File: src/rtl/part_pipe_mul_pkg.sv
package part_pipe_mul_pkg;
  // Stage load strobes handed from control to datapath
  typedef struct packed {
    logic ldPart;   // capture slice products
    logic ldRow;    // capture row sums
    logic ldSum;    // capture final sum
  } stage_strobe_t;
endpackage

File: src/rtl/part_pipe_mul_ctrl.sv
module part_pipe_mul_ctrl
  import part_pipe_mul_pkg::*;
(
  input  logic          clk,
  input  logic          rst,
  input  logic          opValid,
  output stage_strobe_t strb,
  output logic          prodValid
);
  localparam int STAGES = 3;

  logic [STAGES-1:0] stgValid;

  always_ff @(posedge clk) begin
    if (rst) stgValid <= '0;
    else     stgValid <= {stgValid[STAGES-2:0], opValid};
  end

  always_comb begin
    strb.ldPart = opValid;
    strb.ldRow  = stgValid[0];
    strb.ldSum  = stgValid[1];
  end

  assign prodValid = stgValid[STAGES-1];

  AST_RESET_CLEARS: assert property (@(posedge clk)
    rst |=> (stgValid == '0));

  AST_VALID_LATENCY: assert property (@(posedge clk) disable iff (rst)
    opValid |=> ##2 prodValid);

  AST_NO_SPURIOUS: assert property (@(posedge clk) disable iff (rst)
    !opValid |=> ##2 !prodValid);
endmodule

File: src/rtl/part_pipe_mul_dp.sv
module part_pipe_mul_dp
  import part_pipe_mul_pkg::*;
#(
  parameter int OP_W    = 8,
  parameter int SLICE_W = 4
) (
  input  logic              clk,
  input  logic              rst,
  input  stage_strobe_t     strb,
  input  logic [OP_W-1:0]   opA,
  input  logic [OP_W-1:0]   opB,
  output logic [2*OP_W-1:0] prod
);
  localparam int PART_W = (SLICE_W < OP_W) ? SLICE_W : OP_W;
  localparam int NSL    = (OP_W + PART_W - 1) / PART_W;
  localparam int EXT_W  = NSL * PART_W;
  localparam int PP_W   = 2 * PART_W;
  localparam int ROW_W  = PART_W + EXT_W;
  localparam int ACC_W  = ROW_W + EXT_W;
  localparam int PROD_W = 2 * OP_W;

  logic [EXT_W-1:0] aExt, bExt;
  assign aExt = EXT_W'(opA);
  assign bExt = EXT_W'(opB);

  logic [PP_W-1:0]  ppQ  [NSL][NSL];
  logic [ROW_W-1:0] rowD [NSL];
  logic [ROW_W-1:0] rowQ [NSL];
  logic [ACC_W-1:0] sumD;

  // Stage 1: slice products
  for (genvar gi = 0; gi < NSL; gi++) begin : g_row
    for (genvar gj = 0; gj < NSL; gj++) begin : g_col
      always_ff @(posedge clk) begin
        if (rst)
          ppQ[gi][gj] <= '0;
        else if (strb.ldPart)
          ppQ[gi][gj] <= PP_W'(aExt[gi*PART_W +: PART_W]) *
                         PP_W'(bExt[gj*PART_W +: PART_W]);
      end
    end
  end

  // Stage 2: per-row shifted sums
  always_comb begin
    for (int i = 0; i < NSL; i++) begin
      rowD[i] = '0;
      for (int j = 0; j < NSL; j++)
        rowD[i] = rowD[i] + (ROW_W'(ppQ[i][j]) << (j * PART_W));
    end
  end

  for (genvar gr = 0; gr < NSL; gr++) begin : g_rowreg
    always_ff @(posedge clk) begin
      if (rst)            rowQ[gr] <= '0;
      else if (strb.ldRow) rowQ[gr] <= rowD[gr];
    end
  end

  // Stage 3: rows weighted and summed
  always_comb begin
    sumD = '0;
    for (int i = 0; i < NSL; i++)
      sumD = sumD + (ACC_W'(rowQ[i]) << (i * PART_W));
  end

  always_ff @(posedge clk) begin
    if (rst)             prod <= '0;
    else if (strb.ldSum) prod <= sumD[PROD_W-1:0];
  end

  AST_FULL_PRODUCT: assert property (@(posedge clk) disable iff (rst)
    strb.ldPart |=> ##2 (prod == $past(PROD_W'(opA) * PROD_W'(opB), 3)));

  AST_HOLD_PROD: assert property (@(posedge clk) disable iff (rst)
    !strb.ldSum |=> $stable(prod));
endmodule

File: src/rtl/part_pipe_mul.sv
module part_pipe_mul
  import part_pipe_mul_pkg::*;
#(
  parameter int OP_W    = 8,
  parameter int SLICE_W = 4
) (
  input  logic              clk,
  input  logic              rst,
  input  logic [OP_W-1:0]   opA,
  input  logic [OP_W-1:0]   opB,
  input  logic              opValid,
  output logic [2*OP_W-1:0] prod,
  output logic              prodValid
);
  stage_strobe_t strb;

  part_pipe_mul_ctrl u_ctrl (
    .clk       (clk),
    .rst       (rst),
    .opValid   (opValid),
    .strb      (strb),
    .prodValid (prodValid)
  );

  part_pipe_mul_dp #(.OP_W(OP_W), .SLICE_W(SLICE_W)) u_dp (
    .clk  (clk),
    .rst  (rst),
    .strb (strb),
    .opA  (opA),
    .opB  (opB),
    .prod (prod)
  );
endmodule

File: config.mk
export PLATFORM = sky130hd
export DESIGN_NAME = part_pipe_mul
export DESIGN_NICKNAME = d
export VERILOG_FILES = /design/src/rtl/part_pipe_mul_pkg.sv /design/src/rtl/part_pipe_mul_ctrl.sv /design/src/rtl/part_pipe_mul_dp.sv /design/src/rtl/part_pipe_mul.sv
export SDC_FILE = /design/constraint.sdc
export NUM_CORES = 1
export LEC_CHECK = 0
export ABC_AREA = 1
export CORE_MARGIN = 4
export CORE_UTILIZATION = 35
export CTS_CLUSTER_SIZE = 10
export DETAILED_ROUTE_END_ITERATION = 16
export DONT_BUFFER_PORTS = 1
export GPL_TIMING_DRIVEN = 0
export SYNTH_ARGS = -nofsm -noshare
export SYNTH_HDL_FRONTEND = slang
export SYNTH_HIERARCHICAL = 1
export SYNTH_SLANG_ARGS = --single-unit
File: constraint.sdc
create_clock -name clk -period 3.7 [get_ports clk]
set_input_delay 0.74 -clock clk [delete_from_list [all_inputs] [get_ports clk]]
set_output_delay 0.74 -clock clk [all_outputs]
set_load 0.02 [all_outputs]
==> flow_metrics.py <==
metrics = {
    "grt": {
        "grtUsageTotal_pct": 11.9,
        "grt_antenna_before_repair": 0,
        "grt_pass1_wl_mm": 17.6,
        "grt_pass1_vias": 3797,
        "grt_max_degree": 33,
        "overflow": 0,
    },
    "synth": {
        "syn_avg_cell_area_um2": 8.05,
        "synth_top_area_share_pct": 30.8,
        "synth_top_cell_by_area": "edfxtp_1",
        "synthFlopType": "edfxtp_1",
        "synth-seq-area-share_pct": 37.7,
        "yosysWarnings": 6,
        "synth_cell_types": 27,
        "synth_fp_nets": 781,
        "syn_area_mm2": 0.00547,
        "syn-instance-count": 679,
        "ys_async_sr_fraction_pct": 0,
        "synth-seq-cells": 75,
        "synth_area_leaders": "edfxtp_1 (31%), ha_1 (15%), inv_1 (10%), nand2_1 (9.3%), dfxtp_1 (7.0%)",
        "synth-edff-count": 56,
    },
    "worst_setup_path": {
        "crit_buf_inv": 3,
        "crit_top_cell": "fa_1",
        "cp_cell_sequence": "clkbuf_1 -> nand2_1 -> fa_1 -> inv_1 -> fa_1 -> inv_1 -> fa_1 -> nor2_1 -> o21ai_0 -> nand2_1 -> o21ai_0 -> a21oi_1",
        "crit_type": "in2reg",
        "cp_top_family": "adder cells",
        "cp.required_ns": 3.85,
        "worstPathArrival_ns": 3.39,
        "crit_fanout": 8,
        "critPathSlowestCell": "fa_1",
        "end_kind": "flop",
        "critPathMaxStageDelay_ns": 0.56,
        "crit_cells": 12,
        "critPathLaunchType": "input port",
        "ff2ff_path_depth": 11,
    },
    "sta": {
        "grt_setup_unrepaired": "no",
        "hold_viol_final": 0,
        "worst_slack_ns": 0.465,
        "fmax_mhz": 309,
        "fin_skew_ns": 0.00470,
        "tightest_slew_ns": 1.24,
        "drv_slew": 0,
        "slew_headroom_pct": 17.1,
        "setup_tns_ns": 0,
        "setup_viol": 0,
        "fin_crit_sh_pct": 87.4,
        "period_minus_slack_ns": 3.24,
    },
    "cts": {
        "post_cts_buffers": 0,
        "clock_latency_ns": 0.32,
        "numCtsBuffers": 9,
        "cts_tree": "built",
        "clockBufferDepth": 2,
        "clkTransAtPathRegs_ns": 0.06,
        "h-tree-depth": 3,
        "clockRootBuffer": "clkbuf_16",
        "cts_sinks": 75,
        "postCtsHoldBufs": 0,
        "cts_resized": 0,
    },
    "drt": {
        "drc": 0,
        "drtPass1Iterations": 4,
        "routed_wirelength_mm": 9.96,
        "drt-initial-drc-count": 221,
        "ant_nets": 0,
        "viasPerCell": 4.36,
        "wl_per_cell_um": 11.0,
        "vias": 3948,
    },
    "placed_design": {
        "gp_congestion": 0.839,
        "dpl_worst_slack_ns": 0.120,
        "port_buffers": 0,
        "place_hpwl_mm": 8.00,
    },
    "die": {
        "fp.dieArea_mm2": 0.0177,
        "core_mm2": 0.0153,
        "rows": 45,
        "start_util_pct": 35.8,
        "ios": 36,
        "die_w_um": 133,
        "die_h_um": 133,
    },
    "run_status": {
        "status": "completed",
    },
    "power_and_ir_drop": {
        "leakage_nw": 3.18,
        "vdd_ir_drop_max_mv": 0.169,
        "powerDensity_mw_per_mm2": 393,
    },
    "finish": {
        "area_growth_pct": 10.6,
        "drive_above_1_share_pct": 3.60,
        "final_common_cell": "inv_1",
        "final_cell_mix": "inv_1 (151), nand2_1 (136), nor2_1 (78), ha_1 (64), edfxtp_1 (56)",
        "antenna_cells": 0,
        "layout.nets": 792,
    },
    "hold_path": {
        "hold_class": "reg2reg",
        "hold_depth": 2,
    },
    "run": {
        "max_cap_viol_count": 0,
    },
}
==> flip-flops by register name, summed over array words and instances, names as in the netlist <==
| register | cells |
|---|---|
| u_dp/ppQ | 32 |
| u_dp/rowQ | 24 |
| u_dp/prod | 16 |
| u_ctrl/stgValid | 3 |
==> tightest hold or removal path, cell delays in order, from the launching register on <==
cell and delay [ns]:
dfxtp_1 0.31, inv_1 0.05, nor2_1 0.03
==> where the power goes <==
group | switching (mW) | internal, mW
Combinational | 0.277 | 0.161
Sequential | 0.0467 | 0.977
Clock | 0.325 | 0.587
Total | 0.649 | 1.73
==> cell type report <==
type / instances / area [um^2]
fill: 1530 / 9210
clock inverter: 7 / 91.3
tap: 211 / 264
multi-input combinational: 433 / 2750
buffer: 20 / 90.1
inverter: 151 / 567
clock buffer: 9 / 225
sequential: 75 / 2060
==> path summary, 6_finish.rpt <==
path         slack (ns)          startpoint            endpoint
max reg2reg        1.90     u_dp/rowQ[1][0]       u_dp/prod[12]
max                0.46              opB[7]      u_dp/ppQ[0][6]
min reg2reg        0.43  u_ctrl/stgValid[1]  u_ctrl/stgValid[2]
min                0.43  u_ctrl/stgValid[1]  u_ctrl/stgValid[2]
==> synth_stat cells (4+ instances only) <==
library cell and count:
clkbuf_1 14, a21oi_1 36, nor3_1 4, o21ai_0 33, nand2_1 136, nand4_1 13
ha_1 64, nand3_1 28, inv_1 151, nor2_1 78, edfxtp_1 56, fa_1 19
dfxtp_1 19
==> metal layers <==
metal | GRT usage, % | up-vias | wire [um]
met4 | 3.46 | 0 | 78
met2 | 18.6 | 49 | 4390
met1 | 16.8 | 1718 | 5140
met5 | 0 | - | 0
met3 | 2.24 | 5 | 356
li1 | - | 2176 | -
==> through the flow <==
stage                     utilization (%)  cell area, um^2  std cells  hold slack [ns]  total power, mW
final                                39.6             6050        906            0.432             2.38
after floorplan                         -             5470        679            0.402             1.38
after global routing                 39.6             6050        906            0.466             2.54
after global placement               37.6             5730        890            0.410             1.48
after detailed placement             37.6             5730        890            0.430             1.48
after CTS                            39.6             6050        906            0.438             2.41
==> kinds of logic after synthesis <==
logic type,count (synthesis),synth area share [%]
XOR/XNOR,6,0.961
flip-flops,75,37.7
AO/OA/AOI/OAI,81,7.87
AND/OR/NAND/NOR,263,19.8
buffers and inverters,171,12.0
adder cells (fa/ha/maj),83,21.6
(Power assumes the default switching activity.)
